===== src/rtl/qdrb_pkg.sv =====
package qdrb_pkg;
  // Per-edge strobes from the sequencer to the datapath.
  typedef struct packed {
    logic       rdCapture;  // latch read address from the shared bus
    logic       rdLoad;     // fetch line, send word 0
    logic       rdShift;    // send the next buffered word
    logic [1:0] rdIdx;      // which buffered word to send
    logic       wrWord0;    // take write word 0
    logic       wrWord1;    // take write word 1 and the write address
    logic       wrWord2;    // take write word 2
    logic       wrCommit;   // take word 3 and update the line
  } qdrbStrobe_t;
endpackage


===== src/rtl/qdrb_ctrl.sv =====
module qdrb_ctrl
  import qdrb_pkg::*;
#(
  parameter int RD_LAT = 3
) (
  input  logic        clk,
  input  logic        rstN,
  input  logic        rdSelN,
  input  logic        wrSelN,
  output qdrbStrobe_t strobe,
  output logic        rdValid,
  output logic        kNext
);
  logic              rdHold;
  logic [RD_LAT-1:0] vPipe;
  logic [1:0]        rdLeft;
  logic [1:0]        wrStep;
  logic              rdValidQ;
  logic              rdAccept;
  logic              wrStart;
  logic              launch;

  // Requests are only taken on K edges.
  assign rdAccept = kNext & ~rdSelN & ~rdHold;
  assign wrStart  = kNext & ~wrSelN & (wrStep == 2'd0);
  assign launch   = vPipe[RD_LAT-1];

  always_ff @(posedge clk) begin
    if (!rstN) begin
      kNext    <= 1'b1;
      rdHold   <= 1'b0;
      vPipe    <= '0;
      rdLeft   <= 2'd0;
      wrStep   <= 2'd0;
      rdValidQ <= 1'b0;
    end else begin
      kNext <= ~kNext;
      if (kNext) rdHold <= rdAccept;
      vPipe <= {vPipe[RD_LAT-2:0], rdAccept};
      if (launch) begin
        rdLeft   <= 2'd3;
        rdValidQ <= 1'b1;
      end else if (rdLeft != 2'd0) begin
        rdLeft <= rdLeft - 2'd1;
      end else begin
        rdValidQ <= 1'b0;
      end
      if (wrStart) wrStep <= 2'd1;
      else if (wrStep != 2'd0) wrStep <= wrStep + 2'd1;
    end
  end

  always_comb begin
    strobe.rdCapture = rdAccept;
    strobe.rdLoad    = launch;
    strobe.rdShift   = ~launch & (rdLeft != 2'd0);
    strobe.rdIdx     = 2'd0 - rdLeft;
    strobe.wrWord0   = wrStart;
    strobe.wrWord1   = (wrStep == 2'd1);
    strobe.wrWord2   = (wrStep == 2'd2);
    strobe.wrCommit  = (wrStep == 2'd3);
  end

  assign rdValid = rdValidQ;


  rd_spacing_chk: assert property (@(posedge clk) disable iff (!rstN)
    rdAccept |=> ##1 !rdAccept);


  wr_commit_chk: assert property (@(posedge clk) disable iff (!rstN)
    strobe.wrCommit |-> $past(wrStart, 3));


  valid_len_chk: assert property (@(posedge clk) disable iff (!rstN)
    $rose(rdValidQ) |=> rdValidQ ##1 rdValidQ ##1 rdValidQ);
endmodule


===== src/rtl/qdrb_datapath.sv =====
module qdrb_datapath
  import qdrb_pkg::*;
#(
  parameter int DW     = 8,
  parameter int AW     = 4,
  parameter int RD_LAT = 3
) (
  input  logic          clk,
  input  logic          rstN,
  input  logic [AW-1:0] addr,
  input  logic [DW-1:0] wrData,
  input  qdrbStrobe_t   strobe,
  output logic [DW-1:0] rdData
);
  localparam int WORDS  = 4;
  localparam int LINE_W = WORDS * DW;
  localparam int DEPTH  = 1 << AW;

  logic [LINE_W-1:0] mem [DEPTH];
  logic [AW-1:0]     addrPipe [RD_LAT];
  logic [AW-1:0]     wrAddr;
  logic [DW-1:0]     wrBuf [3];
  logic [LINE_W-1:0] lineBuf;
  logic [DW-1:0]     rdDataQ;
  logic [LINE_W-1:0] commitLine;
  logic [LINE_W-1:0] fetchLine;
  logic              fwdHit;

  // Read address pipeline, one stage per half-cycle of latency.
  always_ff @(posedge clk) begin
    if (strobe.rdCapture) addrPipe[0] <= addr;
  end

  for (genvar i = 1; i < RD_LAT; i++) begin : g_addrPipe
    always_ff @(posedge clk) addrPipe[i] <= addrPipe[i-1];
  end

  // Write word assembly.
  always_ff @(posedge clk) begin
    if (strobe.wrWord0) wrBuf[0] <= wrData;
    if (strobe.wrWord1) begin
      wrBuf[1] <= wrData;
      wrAddr   <= addr;
    end
    if (strobe.wrWord2) wrBuf[2] <= wrData;
  end

  assign commitLine = {wrData, wrBuf[2], wrBuf[1], wrBuf[0]};

  always_ff @(posedge clk) begin
    if (strobe.wrCommit) mem[wrAddr] <= commitLine;
  end

  // Coherent fetch: a line completing on this edge wins over the array.
  assign fwdHit    = strobe.wrCommit && (wrAddr == addrPipe[RD_LAT-1]);
  assign fetchLine = fwdHit ? commitLine : mem[addrPipe[RD_LAT-1]];

  always_ff @(posedge clk) begin
    if (!rstN) begin
      lineBuf <= '0;
      rdDataQ <= '0;
    end else if (strobe.rdLoad) begin
      lineBuf <= fetchLine;
      rdDataQ <= fetchLine[DW-1:0];
    end else if (strobe.rdShift) begin
      rdDataQ <= lineBuf[strobe.rdIdx*DW +: DW];
    end
  end

  assign rdData = rdDataQ;


  fwd_new_chk: assert property (@(posedge clk) disable iff (!rstN)
    (strobe.rdLoad && strobe.wrCommit && (wrAddr == addrPipe[RD_LAT-1]))
      |=> (rdDataQ == $past(wrBuf[0])));
endmodule


===== src/rtl/qdrb_sram.sv =====
module qdrb_sram
  import qdrb_pkg::*;
#(
  parameter int DW     = 8,
  parameter int AW     = 4,
  parameter int RD_LAT = 3
) (
  input  logic          clk,
  input  logic          rstN,
  input  logic          rdSelN,
  input  logic          wrSelN,
  input  logic [AW-1:0] addr,
  input  logic [DW-1:0] wrData,
  output logic [DW-1:0] rdData,
  output logic          rdValid,
  output logic          echoQ,
  output logic          echoQn
);
  qdrbStrobe_t strobe;
  logic        kNext;

  qdrb_ctrl #(.RD_LAT(RD_LAT)) u_ctrl (
    .clk    (clk),
    .rstN   (rstN),
    .rdSelN (rdSelN),
    .wrSelN (wrSelN),
    .strobe (strobe),
    .rdValid(rdValid),
    .kNext  (kNext)
  );

  qdrb_datapath #(.DW(DW), .AW(AW), .RD_LAT(RD_LAT)) u_dp (
    .clk    (clk),
    .rstN   (rstN),
    .addr   (addr),
    .wrData (wrData),
    .strobe (strobe),
    .rdData (rdData)
  );

  // Echo strobes, registered alongside the data.
  always_ff @(posedge clk) begin
    if (!rstN) begin
      echoQ  <= 1'b0;
      echoQn <= 1'b1;
    end else begin
      echoQ  <= kNext;
      echoQn <= ~kNext;
    end
  end


  idle_hold_chk: assert property (@(posedge clk) disable iff (!rstN)
    !rdValid |-> $stable(rdData));
endmodule


===== config.mk =====
export PLATFORM = sky130hd
export DESIGN_NAME = qdrb_sram
export DESIGN_NICKNAME = d
export VERILOG_FILES = /design/src/rtl/qdrb_pkg.sv /design/src/rtl/qdrb_ctrl.sv /design/src/rtl/qdrb_datapath.sv /design/src/rtl/qdrb_sram.sv
export SDC_FILE = /design/constraint.sdc
export NUM_CORES = 1
export LEC_CHECK = 0
export ABC_AREA = 0
export CAP_MARGIN = 20
export CORE_UTILIZATION = 60
export CTS_CLUSTER_DIAMETER = 30
export DETAILED_ROUTE_END_ITERATION = 12
export GPL_TIMING_DRIVEN = 0
export PLACE_DENSITY_LB_ADDON = 0.08
export SLEW_MARGIN = 10
export SYNTH_ARGS = -nofsm -noshare
export SYNTH_HDL_FRONTEND = slang
export SYNTH_SLANG_ARGS = --single-unit

===== constraint.sdc =====
create_clock -name clk -period 9.65 [get_ports clk]
set_input_delay 0.965 -clock clk [delete_from_list [all_inputs] [get_ports clk]]
set_output_delay 0.965 -clock clk [all_outputs]
set_load 0.02 [all_outputs]

==> impl_metrics.json <==
{
  "max_clock_freq_ghz": 0.365,
  "synth_enable_flop_cells": 544,
  "num_io_pins": 27,
  "finalWorstPathRequiredPeriod_ns": 2.74,
  "route.antenna.remaining_nets": 0,
  "net-switching-power_mw": 1.57,
  "n_fill_cell": 2077,
  "ys_async_sr_fraction": 0,
  "ctsLongestPathBuffers": 3,
  "dr.max_layer_used": "met5",
  "rsz0062_at_grt": "false",
  "outcome": "completed",
  "synth_area_per_cell_um2": 20.2,
  "met3_wirelength_mm": 3.96,
  "fin_util": 0.748,
  "final.period_utilization": 0.284,
  "required_ns": 9.94,
  "grt_pass1_wl_mm": 80.0,
  "firstDrtPassIters": 5,
  "worst-path-max-fanout": 8,
  "pwr-share-clk": 0.527,
  "detailed_place.area_um2": 24600,
  "area_growth_from_synthesis_to_layout_pct": 22.3,
  "avgViaCountPerCell": 6.32,
  "setup-violations-final": 0,
  "worstPathArrival_ns": 3.03,
  "finalWirelength_mm": 54.8,
  "grt_pass1_vias": 12500,
  "post-cts-setup-buffer-count": 0,
  "wl_per_cell_um": 28.8,
  "numPortBuffers": 25,
  "antenna_found_initial": 1,
  "syn-num-nets": 1164,
  "seq_power_share": 0.420,
  "number_of_rows_in_the_core_area": 71,
  "timing_worst_setup_path_type": "flop to flop",
  "worst_setup_path_end_kind": "flop",
  "maxCapViolations": 0,
  "design_area_um2": 28200,
  "layout_commonest_cell": "sky130_fd_sc_hd__edfxtp_1",
  "p_int_mw": 5.53,
  "design.core.area_um2": 37800,
  "synth.ff_latch_count": 603,
  "post_cts_resized": 0,
  "gpl.final_weighted_congestion": 0.931,
  "sw_frac_of_total": 0.221,
  "skew_ns": 0.0284,
  "relSlewSlack": 0.301,
  "total_chip_power_mw": 7.11,
  "min-delay-path-class": "flop to flop",
  "synthCells": 1143,
  "floorplan.initialDensity": 0.612,
  "yosys_warnings": 0,
  "setup.reg_to_reg.worst_slack_ns": 6.91,
  "wl_met1_mm": 21.3,
  "dieArea_um2": 39300,
  "synth.cell_area_um2": 23100,
  "max_slew.worst_pin.slew_ns": 1.05,
  "setup_tns_ns": 0,
  "commonest_cells_after_routing_fill_and_taps_aside": "sky130_fd_sc_hd__edfxtp_1 (544), sky130_fd_sc_hd__clkbuf_16 (108), sky130_fd_sc_hd__mux4_2 (102)",
  "cts_h_tree_depth": 3,
  "diode_insertion_count_for_antenna_repair": 0,
  "dp_hpwl_mm": 35.2,
  "worst_hold_slack_ns": 0.336,
  "die-width_um": 198,
  "yosys_most_used_dff": "sky130_fd_sc_hd__edfxtp_1",
  "via_count": 12000,
  "tritoncts_clock_tree": "done",
  "final_layout_size_suffix_gt1_frac": 0.280,
  "netlist-cell-type-count": 44,
  "floorplan.die.height_um": 198,
  "postCtsHoldBufs": 0,
  "grt_use_total": 0.292,
  "clk_pin_slew_worst_paths_ns": 0.06,
  "clock_sink_count": 603,
  "drcViolationCount": 0,
  "pwr_density_cell_nw_per_um2": 252,
  "clkLatencyLatePin_ns": 0.61,
  "leakagePower_nw": 9.35,
  "initial_drc_count": 1196,
  "register_area_share_after_synthesis": 0.758,
  "num-nets-final": 1324,
  "final-max-slew-violation-count": 0,
  "clockRootBuffer": "sky130_fd_sc_hd__clkbuf_16",
  "worst_setup_path_start_kind": "flop",
  "cts-buffers-inserted": 103,
  "grt_start_max_net_pins": 21,
  "maximum_vdd_drop_v": 0.000203,
  "hold_violations": 0,
  "route.met2.wl_mm": 27.8,
  "comb_power_share": 0.053,
  "gr-total-overflow": 0
}
[power groups by stage]
| stage | logic (mW) | clock network, mW | registers, mW |
|---|---|---|---|
| CTS | 0.379 | 3.77 | 2.98 |
| detailed placement | 0.375 | 0 | 3.03 |
| finish | 0.378 | 3.75 | 2.98 |
| floorplan | 0.234 | 0 | 3.01 |
| global route | 0.404 | 3.89 | 2.99 |
| global placement | 0.361 | 0 | 3.03 |
[state kept, by name (all words and copies together) (netlist names), 3 cells and up]
register	cells
u_dp.mem	512
u_dp.lineBuf	32
u_dp.wrBuf	24
u_dp.addrPipe	12
u_dp.rdData	8
u_dp.wrAddr	4
u_ctrl.vPipe	3
[worst paths after layout]
path / from / end / cells past startpoint
min reg2reg: u_dp.addrPipe[0][5] / u_dp.addrPipe[0][9] / 0
max: u_ctrl.wrStep[1] / u_dp.mem[0][10] / 5
max reg2reg: u_ctrl.wrStep[1] / u_dp.mem[0][10] / 5
min: u_dp.addrPipe[0][5] / u_dp.addrPipe[0][9] / 0
[layout make-up]
| class | count | area (µm²) | share of cell area |
|---|---|---|---|
| well taps | 511 | 639 | 0.0226 |
| clock inverters | 80 | 923 | 0.0327 |
| clock buffers | 114 | 2730 | 0.0965 |
| plain buffers | 70 | 465 | 0.0165 |
| multi-input cells | 464 | 5200 | 0.184 |
| flip-flops and latches | 603 | 17500 | 0.620 |
| inverters | 6 | 22.5 | 0.000797 |
| repair buffers | 55 | 756 | 0.0268 |
[Yosys cell counts, drive strengths merged, types with 2 or more instances]
cell	n	area (µm²)
mux4	128	2980
nand2	76	285
a21boi	12	90.1
a21oi	8	40.0
nor2b	12	75.1
a211oi	8	60.1
o21bai	5	37.5
and2	5	31.3
dfxtp	59	1180
nor3	12	60.1
o21a	4	30.0
o221ai	8	120
a31oi	25	156
nand3b	2	15.0
nor2	16	62.6
and3b	3	26.3
xnor2	5	58.8
o22ai	8	50.1
nand2b	13	81.3
inv	6	22.5
clkbuf	29	109
o21ai	38	190
a22oi	56	435
ha	5	62.6
edfxtp	544	16300
nand3	3	20.0
buf	41	357
mux2	8	90.1
[cells by family (layout without fill, tap and decap cells)]
family / after synthesis / in the layout / synth area share
DFF: 603 / 603 / 0.758
xor gates and xnor gates: 5 / 5 / 0.00255
muxes: 137 / 137 / 0.133
and+or+nand+nor: 145 / 145 / 0.0294
AOI/OAI and AO/OA: 172 / 172 / 0.0524
buffers and inverters: 76 / 325 / 0.0211
adders and majority gates: 5 / 5 / 0.00271
[worst max-delay path: stages, from the launching register on]
cell                      delay, ns
sky130_fd_sc_hd__dfxtp_1       0.41
sky130_fd_sc_hd__ha_1          0.28
sky130_fd_sc_hd__or3b_2        0.61
sky130_fd_sc_hd__nor3_2        0.66
sky130_fd_sc_hd__buf_6         0.24
sky130_fd_sc_hd__buf_4         0.20
[layer usage]
layer  track usage  vias up
met5             0        -
met4         0.117        2
met3        0.0501      118
met2         0.490      600
met1         0.382     6221
li1              -     5092
[through the flow]
stage	std cells	setup slack, ns
2_1_floorplan	1143	5.92
3_3_place_gp	1679	3.03
3_5_place_dp	1709	7.01
4_1_cts	1903	6.94
5_1_grt	1903	6.84
6_report	1903	6.91
Note: power is estimated with default switching activity, not from simulation.
